File: src/rtl/sup_pkg.sv
package sup_pkg;
    typedef enum logic [1:0] {
        ST_HOLD    = 2'd0,
        ST_STRETCH = 2'd1,
        ST_RUN     = 2'd2
    } sup_state_t;
endpackage

File: src/rtl/sup_sync.sv
// Two-flop synchronizer for a vector of asynchronous inputs.
module sup_sync #(
    parameter int               W    = 1,
    parameter logic [W-1:0]     INIT = '0
) (
    input  logic         clk,
    input  logic         por_n,
    input  logic [W-1:0] d,
    output logic [W-1:0] q
);
    for (genvar i = 0; i < W; i++) begin : g_bit
        logic meta;
        always_ff @(posedge clk or negedge por_n) begin
            if (!por_n) begin
                meta <= INIT[i];
                q[i] <= INIT[i];
            end else begin
                meta <= d[i];
                q[i] <= meta;
            end
        end
    end
endmodule

File: src/rtl/sup_lowfilt.sv
// Flags a synchronized active-low level once it has been low for LEN
// consecutive cycles; the flag drops on the first high sample.
module sup_lowfilt #(
    parameter int   LEN         = 4,
    parameter logic INIT_ACTIVE = 1'b0
) (
    input  logic clk,
    input  logic por_n,
    input  logic lvl,
    output logic active
);
    localparam int CW = $clog2(LEN + 1);
    localparam logic [CW-1:0] CNT_MAX  = CW'(LEN);
    localparam logic [CW-1:0] CNT_TRIP = CW'(LEN - 1);

    logic [CW-1:0] low_cnt;

    always_ff @(posedge clk or negedge por_n) begin
        if (!por_n) begin
            low_cnt <= '0;
            active  <= INIT_ACTIVE;
        end else if (lvl) begin
            low_cnt <= '0;
            active  <= 1'b0;
        end else begin
            if (low_cnt != CNT_MAX) low_cnt <= low_cnt + 1'b1;
            if (low_cnt == CNT_TRIP) active <= 1'b1;
        end
    end
endmodule

File: src/rtl/sup_wdog.sv
// Edge-restarted watchdog with pull-pattern float detection.
module sup_wdog #(
    parameter int TMO = 256
) (
    input  logic                   clk,
    input  logic                   por_n,
    input  logic                   arm,
    input  logic                   strobe_s,
    output logic                   pull_hi,
    output logic                   expire,
    output logic [$clog2(TMO)-1:0] cnt_o,
    output logic [$clog2(TMO)-1:0] phase_o
);
    localparam int CW = $clog2(TMO);
    localparam logic [CW-1:0] LAST    = CW'(TMO - 1);
    localparam logic [CW-1:0] PULL_PRE = CW'(TMO - TMO / 8 - 1);

    logic [CW-1:0] phase;
    logic [CW-1:0] cnt;
    logic          pull_d1, pull_d2;
    logic          strobe_prev;
    logic          drv_cur, drv_prev;
    logic          mismatch, kick, drv_seen, hold0;

    // free-running pull-pattern period
    always_ff @(posedge clk or negedge por_n) begin
        if (!por_n) begin
            phase   <= '0;
            pull_hi <= 1'b0;
        end else begin
            phase <= (phase == LAST) ? '0 : phase + 1'b1;
            if (phase == PULL_PRE)  pull_hi <= 1'b1;
            else if (phase == LAST) pull_hi <= 1'b0;
        end
    end

    // pull delayed to line up with the synchronizer depth
    always_ff @(posedge clk or negedge por_n) begin
        if (!por_n) begin
            pull_d1     <= 1'b0;
            pull_d2     <= 1'b0;
            strobe_prev <= 1'b0;
        end else begin
            pull_d1     <= pull_hi;
            pull_d2     <= pull_d1;
            strobe_prev <= strobe_s;
        end
    end

    always_comb begin
        mismatch = (strobe_s != pull_d2);
        kick     = (strobe_s != strobe_prev);
        drv_seen = drv_cur | drv_prev;
        hold0    = !arm || kick || !drv_seen;
        expire   = !hold0 && (cnt == LAST);
    end

    // driven history: current and previous period
    always_ff @(posedge clk or negedge por_n) begin
        if (!por_n) begin
            drv_cur  <= 1'b0;
            drv_prev <= 1'b0;
        end else if (phase == LAST) begin
            drv_prev <= drv_cur | mismatch;
            drv_cur  <= 1'b0;
        end else begin
            drv_cur  <= drv_cur | mismatch;
        end
    end

    always_ff @(posedge clk or negedge por_n) begin
        if (!por_n)               cnt <= '0;
        else if (hold0 || expire) cnt <= '0;
        else                      cnt <= cnt + 1'b1;
    end

    assign cnt_o   = cnt;
    assign phase_o = phase;
endmodule

File: src/rtl/rst_supervisor.sv
module rst_supervisor #(
    parameter int STRETCH_CYC    = 64,
    parameter int WD_TIMEOUT_CYC = 256,
    parameter int MR_FILT_CYC    = 8,
    parameter int SUP_FILT_CYC   = 4
) (
    input  logic clk,
    input  logic por_n,
    input  logic supply_ok,
    input  logic man_rst_n,
    input  logic wd_strobe,
    output logic sys_rst_n,
    output logic sys_rst,
    output logic wd_pull_hi
);
    import sup_pkg::*;

    localparam int SCW = $clog2(STRETCH_CYC);
    localparam int WCW = $clog2(WD_TIMEOUT_CYC);
    localparam logic [SCW-1:0] STRETCH_LAST = SCW'(STRETCH_CYC - 1);

    logic [2:0]     in_s;
    logic           sup_fault, mr_active, any_src;
    logic           wd_expire;
    logic [WCW-1:0] wd_cnt, wd_phase;
    logic [SCW-1:0] stretch_cnt;
    sup_state_t     state_q, state_d;

    sup_sync #(.W(3), .INIT(3'b010)) u_sync (
        .clk(clk), .por_n(por_n),
        .d({wd_strobe, man_rst_n, supply_ok}),
        .q(in_s)
    );

    sup_lowfilt #(.LEN(SUP_FILT_CYC), .INIT_ACTIVE(1'b1)) u_sup_filt (
        .clk(clk), .por_n(por_n), .lvl(in_s[0]), .active(sup_fault)
    );

    sup_lowfilt #(.LEN(MR_FILT_CYC), .INIT_ACTIVE(1'b0)) u_mr_filt (
        .clk(clk), .por_n(por_n), .lvl(in_s[1]), .active(mr_active)
    );

    sup_wdog #(.TMO(WD_TIMEOUT_CYC)) u_wdog (
        .clk(clk), .por_n(por_n),
        .arm(state_q == ST_RUN),
        .strobe_s(in_s[2]),
        .pull_hi(wd_pull_hi),
        .expire(wd_expire),
        .cnt_o(wd_cnt),
        .phase_o(wd_phase)
    );

    assign any_src = sup_fault | mr_active;

    always_comb begin
        state_d = state_q;
        unique case (state_q)
            ST_HOLD:    if (!any_src) state_d = ST_STRETCH;            // hold_done
            ST_STRETCH: if (any_src) state_d = ST_HOLD;                // src_hit
                        else if (stretch_cnt == STRETCH_LAST)
                            state_d = ST_RUN;                          // stretch_end
            ST_RUN:     if (any_src) state_d = ST_HOLD;                // src_hit
                        else if (wd_expire) state_d = ST_STRETCH;      // wd_bite
            default:    state_d = ST_HOLD;
        endcase
    end

    // state register
    always_ff @(posedge clk or negedge por_n) begin
        if (!por_n) state_q <= ST_HOLD;
        else        state_q <= state_d;
    end

    always_ff @(posedge clk or negedge por_n) begin
        if (!por_n)
            stretch_cnt <= '0;
        else if (state_q == ST_STRETCH && state_d == ST_STRETCH)
            stretch_cnt <= stretch_cnt + 1'b1;
        else
            stretch_cnt <= '0;
    end

    // outputs
    always_comb begin
        sys_rst   = (state_q != ST_RUN);
        sys_rst_n = (state_q == ST_RUN);
    end
endmodule

File: config.mk
export PLATFORM = sky130hd
export DESIGN_NAME = rst_supervisor
export DESIGN_NICKNAME = d
export VERILOG_FILES = /design/src/rtl/sup_pkg.sv /design/src/rtl/sup_sync.sv /design/src/rtl/sup_lowfilt.sv /design/src/rtl/sup_wdog.sv /design/src/rtl/rst_supervisor.sv
export SDC_FILE = /design/constraint.sdc
export NUM_CORES = 1
export LEC_CHECK = 0
export BUFFER_PORTS_ARGS = -buffer_cell sky130_fd_sc_hd__buf_2
export CORE_ASPECT_RATIO = 1.4
export CORE_UTILIZATION = 45
export DETAILED_ROUTE_END_ITERATION = 12
export PLACE_DENSITY_LB_ADDON = 0.08
export SLEW_MARGIN = 40
export SYNTH_ARGS = -nofsm -noshare
export SYNTH_HDL_FRONTEND = slang
export SYNTH_SLANG_ARGS = --single-unit
File: constraint.sdc
create_clock -name clk -period 2.8 [get_ports clk]
set_clock_uncertainty 0.05 [all_clocks]
set_input_delay 0.56 -clock clk [delete_from_list [all_inputs] [get_ports clk]]
set_output_delay 0.56 -clock clk [all_outputs]
set_load 0.005 [all_outputs]
; Word-level counts from Yosys, hierarchy flattened
; Cells that the tools add are included.
[totals]
regBits = 45
elab_cells = 76
[classes]
n_mux = 20
addsub = 5
n_eq_ne = 14
n_bitwise = 3
reduce_logical = 14
[ops]
columns = operator, count
row1 = == test 8 bit (second input constant), 3
row2 = adder 8 x 1 -> 8 bit (second input constant), 2
row3 = 2-to-1 mux 8 bit, 2
row4 = 2-to-1 mux 2 bit, 5
row5 = nonzero test 2 bit, 5
row6 = 2-to-1 mux 4 bit, 2
row7 = 2-to-1 mux 1 bit, 7
row8 = adder 6 x 1 -> 6 bit (second input constant), 1
row9 = == test 6 bit (second input constant), 1
row10 = 2-to-1 mux 3 bit, 2
row11 = 2-to-1 mux 6 bit, 1
row12 = case mux 2 bit (3 select lines), 1
row13 = adder 4 x 1 -> 4 bit (second input constant), 1
row14 = == test 2 x 1 -> 1 bit (second input constant), 2
row15 = == test 4 x 3 -> 1 bit (second input constant), 1
row16 = inequality test 4 bit (second input constant), 1
row17 = adder 3 x 1 -> 3 bit (second input constant), 1
row18 = == test 3 x 2 -> 1 bit (second input constant), 1
row19 = zero test 1 bit, 3
row20 = logical OR 1 bit, 3
row21 = inequality test 3 bit (second input constant), 1
row22 = OR 1 bit, 3
row23 = == test 2 bit (second input constant), 1
row24 = logical AND 1 bit, 2
row25 = other kinds (3), 4

; Depth between registers and ports, before layout
[depth]
ltp_word = 12
mapped_depth = 6
ltp_nobuf = 6

; Modules after synthesis
; A second synthesis with hierarchy kept.
[unflattened]
hier_cells = 175
area_unflattened_um2 = 1970.6
[modules_own_cells]
columns = module, cells_per_inst, n_inst, area_each_um2, seq_area_each_um2
row1 = sup_wdog, 85, 1, 968.4, 550.5
row2 = rst_supervisor, 40, 1, 384.1, 200.2
row3 = sup_lowfilt at u_mr_filt, 24, 1, 257.7, 125.1
row4 = sup_lowfilt at u_sup_filt, 20, 1, 207.7, 101.3
row5 = sup_sync, 6, 1, 152.6, 152.6

; Worst setup path after synthesis
; OpenSTA, ideal clock, no wires.
[synth_path]
path_kind = register to register
startpoint = register u_wdog.phase[0] (netlist: u_wdog.phase_o[0])
endpoint = register u_wdog.pull_hi
synth_period_minus_slack_ns = 1.431
stages_incl_launch_ff = 5
arrival_ns = 1.254
t_required_ns = 2.622
setup_ns = 0.128
path_slack_ns = 1.369
cell_sequence = dfrtp_1 -> ha_1 -> and4_1 -> and3_1 -> mux2_1
[synth_via]
elab_chain_cells = 2
elab_cells_between_ends = 4
classes_between = eq/ne (2) / mux (1) / reduce/logical (1)
[synth_lines]
columns = element, line
row1 = from (decl), sup_wdog.sv:18  ; logic [CW-1:0] phase;
row2 = from (signal assigned), sup_wdog.sv:31  ; phase <= (phase == LAST) ? '0 : phase + 1'b1;
row3 = == test 8 bit (on tied branches), "sup_wdog.sv:32, sup_wdog.sv:33"
row4 = 2-to-1 mux 1 bit or nonzero test 2 bit (tied branches), n/a
row5 = to (signal assigned), sup_wdog.sv:29  ; pull_hi <= 1'b0;
row6 = to (signal assigned), sup_wdog.sv:32  ; if (phase == PULL_PRE) pull_hi <= 1'b1;
row7 = to (signal assigned), sup_wdog.sv:33  ; else if (phase == LAST) pull_hi <= 1'b0;
row8 = to (decl), sup_wdog.sv:9  ; output logic pull_hi,
; Parallel ways exist; a longest one is shown, timed or not.
; A chain may end at the register's enable or synchronous reset.

; Worst setup path after layout
[layout_path]
startpoint = register state_q[0]
endpoint = output sys_rst
[layout_via]
elab_chain_cells = 1
[layout_lines]
columns = element, line
row1 = from (decl), rst_supervisor.sv:27  ; sup_state_t state_q, state_d;
row2 = from (signal assigned), rst_supervisor.sv:71  ; else state_q <= state_d;
row3 = inequality test 2 bit, rst_supervisor.sv:85  ; sys_rst = (state_q != ST_RUN);
row4 = to (decl), rst_supervisor.sv:13  ; output logic sys_rst,
; No other way between the ends.

==> impl_metrics.xml <==
<?xml version="1.0" encoding="UTF-8"?>
<metrics>
  <group name="run_status">
    <metric name="run_status" unit="">completed</metric>
  </group>
  <group name="synthesis">
    <metric name="synthMostInstantiatedCell" unit="">dfrtp_1</metric>
    <metric name="syn_area_per_cell" unit="um2">11.1</metric>
    <metric name="yosysSeqAreaShare" unit="">0.602</metric>
    <metric name="syn_inst" unit="">169</metric>
    <metric name="synth-async-reset-ratio" unit="">1.00</metric>
    <metric name="netlist-cell-type-count" unit="">34</metric>
    <metric name="synth_enable_flop_cells" unit="">0</metric>
    <metric name="synthDominantAreaCellType" unit="">dfrtp_1</metric>
    <metric name="synth_top_flop_cell" unit="">dfrtp_1</metric>
    <metric name="synthesis.yosys.warnings" unit="">0</metric>
    <metric name="synthesis.nets" unit="">182</metric>
    <metric name="synth_common_cells" unit="">42 x dfrtp_1, 31 x nor2_1, 12 x inv_1, 12 x xnor2_1</metric>
    <metric name="ys_ff_latch" unit="">45</metric>
    <metric name="post_synth_top_area_share" unit="">0.560</metric>
    <metric name="ys_top_cells_by_area" unit="">dfrtp_1 56%, nor2_1 6.2%, xnor2_1 5.6%, ha_1 5.3%, dfstp_2 4.2%</metric>
    <metric name="area_of_the_mapped_netlist" unit="um2">1880</metric>
  </group>
  <group name="power_and_ir_drop">
    <metric name="ir_worst_vdd" unit="V">0.000609</metric>
    <metric name="power_density" unit="nW/um2">674</metric>
    <metric name="power.leakage" unit="uW">0.000931</metric>
  </group>
  <group name="worst_setup_path">
    <metric name="crit_path_end_kind" unit="">output port</metric>
    <metric name="critical_path.slowest_cell" unit="">dfrtp_1</metric>
    <metric name="dominant_delay_contributor_by_cell_family_on_the_critical_path" unit="">flip-flops</metric>
    <metric name="crit_path_cell_trace" unit="">nor2b_4, inv_2, buf_2</metric>
    <metric name="worst-endpoint-arrival" unit="ps">1050</metric>
    <metric name="timing.critical_path.from" unit="">state_q[0]$_DFF_PN0_</metric>
    <metric name="critical_path.max_stage_delay" unit="ps">430</metric>
    <metric name="regToRegStartpoint" unit="">u_wdog.phase_o[0]$_DFF_PN0_</metric>
    <metric name="crit_buf_inv" unit="">2</metric>
    <metric name="cp_data_required_time" unit="ps">2190</metric>
    <metric name="critPathKind" unit="">reg -&gt; out</metric>
    <metric name="critical_path_peak_fanout" unit="">4</metric>
    <metric name="worst_setup_path_start_kind" unit="">flop</metric>
  </group>
  <group name="timing">
    <metric name="achievable-frequency" unit="MHz">601</metric>
    <metric name="slew-limit-headroom" unit="">0.581</metric>
    <metric name="min_period_over_period" unit="">0.594</metric>
    <metric name="timing_max_transition_violations_final" unit="">0</metric>
    <metric name="report.final.hold_viol_count" unit="">0</metric>
    <metric name="final_setup_violation_count" unit="">0</metric>
    <metric name="tightestPinTransition" unit="ps">625</metric>
    <metric name="setup_total_negative_slack" unit="ps">0</metric>
    <metric name="timing.final.crit_period" unit="ps">1660</metric>
    <metric name="unrepaired_setup_endpoints_after_global_routing" unit="">no</metric>
  </group>
  <group name="die">
    <metric name="floorplan.die.height" unit="um">78.4</metric>
    <metric name="fp-row-count" unit="">27</metric>
    <metric name="top_level_ports" unit="">8</metric>
    <metric name="die_width" unit="um">56.6</metric>
    <metric name="core-area" unit="um2">3950</metric>
    <metric name="die-area" unit="um2">4440</metric>
    <metric name="start_util" unit="">0.475</metric>
  </group>
  <group name="final_layout">
    <metric name="insertedDiodeCount" unit="">0</metric>
    <metric name="layoutNonFillerInstCount" unit="">227</metric>
    <metric name="finish.net_count" unit="">196</metric>
    <metric name="fill_cells" unit="">361</metric>
    <metric name="area_growth" unit="%">9.73</metric>
    <metric name="drive_above_1_share" unit="">0.120</metric>
    <metric name="area.sequential" unit="um2">1130</metric>
    <metric name="fin_area" unit="um2">2060</metric>
    <metric name="multi_input_comb_area" unit="um2">698</metric>
  </group>
  <group name="grt">
    <metric name="grt_most_used_layer" unit="">met2</metric>
    <metric name="vias_in_the_first_global_route" unit="">1193</metric>
    <metric name="antenna_found_initial" unit="">0</metric>
    <metric name="grt_remaining_overflow" unit="">0</metric>
    <metric name="track_usage" unit="">0.142</metric>
    <metric name="global_route.usage.met3" unit="">0.0445</metric>
    <metric name="grt_start_max_net_pins" unit="">46</metric>
    <metric name="met2_track_utilization_from_global_routing" unit="">0.249</metric>
    <metric name="grt_pass1_wl" unit="um">4840</metric>
    <metric name="global_route.usage.met1" unit="">0.153</metric>
  </group>
  <group name="detailed_routing">
    <metric name="vias" unit="">1180</metric>
    <metric name="drtIter0Drc" unit="">11</metric>
    <metric name="total_wire_length_after_detailed_routing" unit="um">2760</metric>
    <metric name="via_per_instance_ratio" unit="">5.20</metric>
    <metric name="antenna_violating_nets_post_route" unit="">0</metric>
    <metric name="drc_errors" unit="">0</metric>
    <metric name="routedWlPerCell" unit="um">12.1</metric>
    <metric name="dr_pass1_iterations" unit="">4</metric>
  </group>
  <group name="cts">
    <metric name="cts.root.buffer_cell" unit="">clkbuf_8</metric>
    <metric name="post_cts_resize_count" unit="">0</metric>
    <metric name="h-tree-depth" unit="">2</metric>
    <metric name="cts_tree" unit="">yes</metric>
    <metric name="clock_tree.buffer_depth" unit="">2</metric>
    <metric name="clock_insertion_delay_worst_skew" unit="ps">300</metric>
    <metric name="cts_sinks" unit="">45</metric>
    <metric name="cts-buffers-inserted" unit="">5</metric>
    <metric name="cts-hold-fix-buffers" unit="">0</metric>
    <metric name="post-cts-setup-buffer-count" unit="">0</metric>
    <metric name="clk_pin_slew_worst_paths" unit="ps">90</metric>
  </group>
  <group name="place">
    <metric name="dp_hpwl" unit="um">1950</metric>
    <metric name="placed_area" unit="um2">1970</metric>
    <metric name="cell_total_after_placement" unit="">219</metric>
    <metric name="finalWeightedCongestion" unit="">0.723</metric>
    <metric name="io_buffer_count" unit="">7</metric>
  </group>
  <group name="job">
    <metric name="drv_cap" unit="">0</metric>
  </group>
  <group name="min_path">
    <metric name="hold_class" unit="">in -&gt; async</metric>
  </group>
</metrics>
## report_power, final
part / switching [uW] / internal (uW)
clock network: 220 / 175
logic: 111 / 93.3
registers: 59.6 / 729
## worst paths after layout
kind	endpoint	slack, ps	depth (start not counted)
max in group asynchronous	u_sync.g_bit[1].meta$_DFF_PN1_	2130	1
min in group clk	u_sync.g_bit[1].meta$_DFF_PN1_	300	1
worst min-delay path	u_wdog.cnt_o[3]$_DFF_PN0_	180	1
worst max-delay path	sys_rst	1140	3
worst min register to register	u_sync.q[2]$_DFF_PN0_	300	0
worst max register to register	u_wdog.pull_hi$_DFFE_PN0P_	1290	4
## cell type report
| type | instances | share of cell area |
|---|---|---|
| sequential | 45 | 0.549 |
| multi-input combinational | 111 | 0.339 |
| clock buffer | 5 | 0.0334 |
| tap | 43 | 0.0261 |
| inverter | 13 | 0.0237 |
| timing repair buffer | 7 | 0.0182 |
| clock inverter | 3 | 0.0109 |
## per-layer routing
metal / routed length, um / vias to the layer above / share of wire
met4: 58 / 0 / 0.021
li1: - / 591 / -
met2: 1430 / 12 / 0.52
met1: 1190 / 572 / 0.43
met5: 0 / - / 0
met3: 81 / 5 / 0.029
## flip-flops by register name, indices dropped and copies added (netlist names), 2 cells and up
| name | cells |
|---|---|
| u_wdog.phase_o | 8 |
| u_sup_filt.low_cnt | 3 |
| u_sync.g_bit.meta | 3 |
| stretch_cnt | 6 |
| u_sync.q | 3 |
| u_wdog.cnt_o | 8 |
| state_q | 2 |
| u_mr_filt.low_cnt | 4 |
## layout by cell type (no fill, tap or decap), types with 2 or more instances in the layout
cell         n
nand2b_1     3
or3_1        2
a21oi_1      6
clkinvlp_4   3
xnor2_1     12
ha_1         8
nor2_1      31
nor3_1       2
buf_2        6
and3_1       2
clkbuf_8     5
xor2_1       4
dfstp_2      3
nand3_1      9
dfrtp_1     42
o21ai_0      3
inv_1       12
nand2_1      9
and4_1       3
## stage by stage
stage               power, uW  worst slack [ps]  hold WS (ps)  utilization
floorplan                 947              1370           214            -
global placement          990              1330           283        0.497
detailed placement       1010              1300           286        0.498
CTS                      1410              1120           205        0.521
global route             1470              1080           236        0.521
finish                   1390              1140           184        0.521
## kinds of logic (layout without fill, tap and decap cells)
group / count (synthesis) / count (layout) / synth area share
multiplexers: 2 / 2 / 0.0113
AND/OR/NAND/NOR: 67 / 67 / 0.175
adder cells (fa/ha/maj): 8 / 8 / 0.0533
XOR/XNOR: 16 / 16 / 0.0747
AO/OA/AOI/OAI: 18 / 18 / 0.0580
flip-flops: 45 / 45 / 0.602
buffers and inverters: 13 / 28 / 0.0260
(Power assumes the default switching activity.)
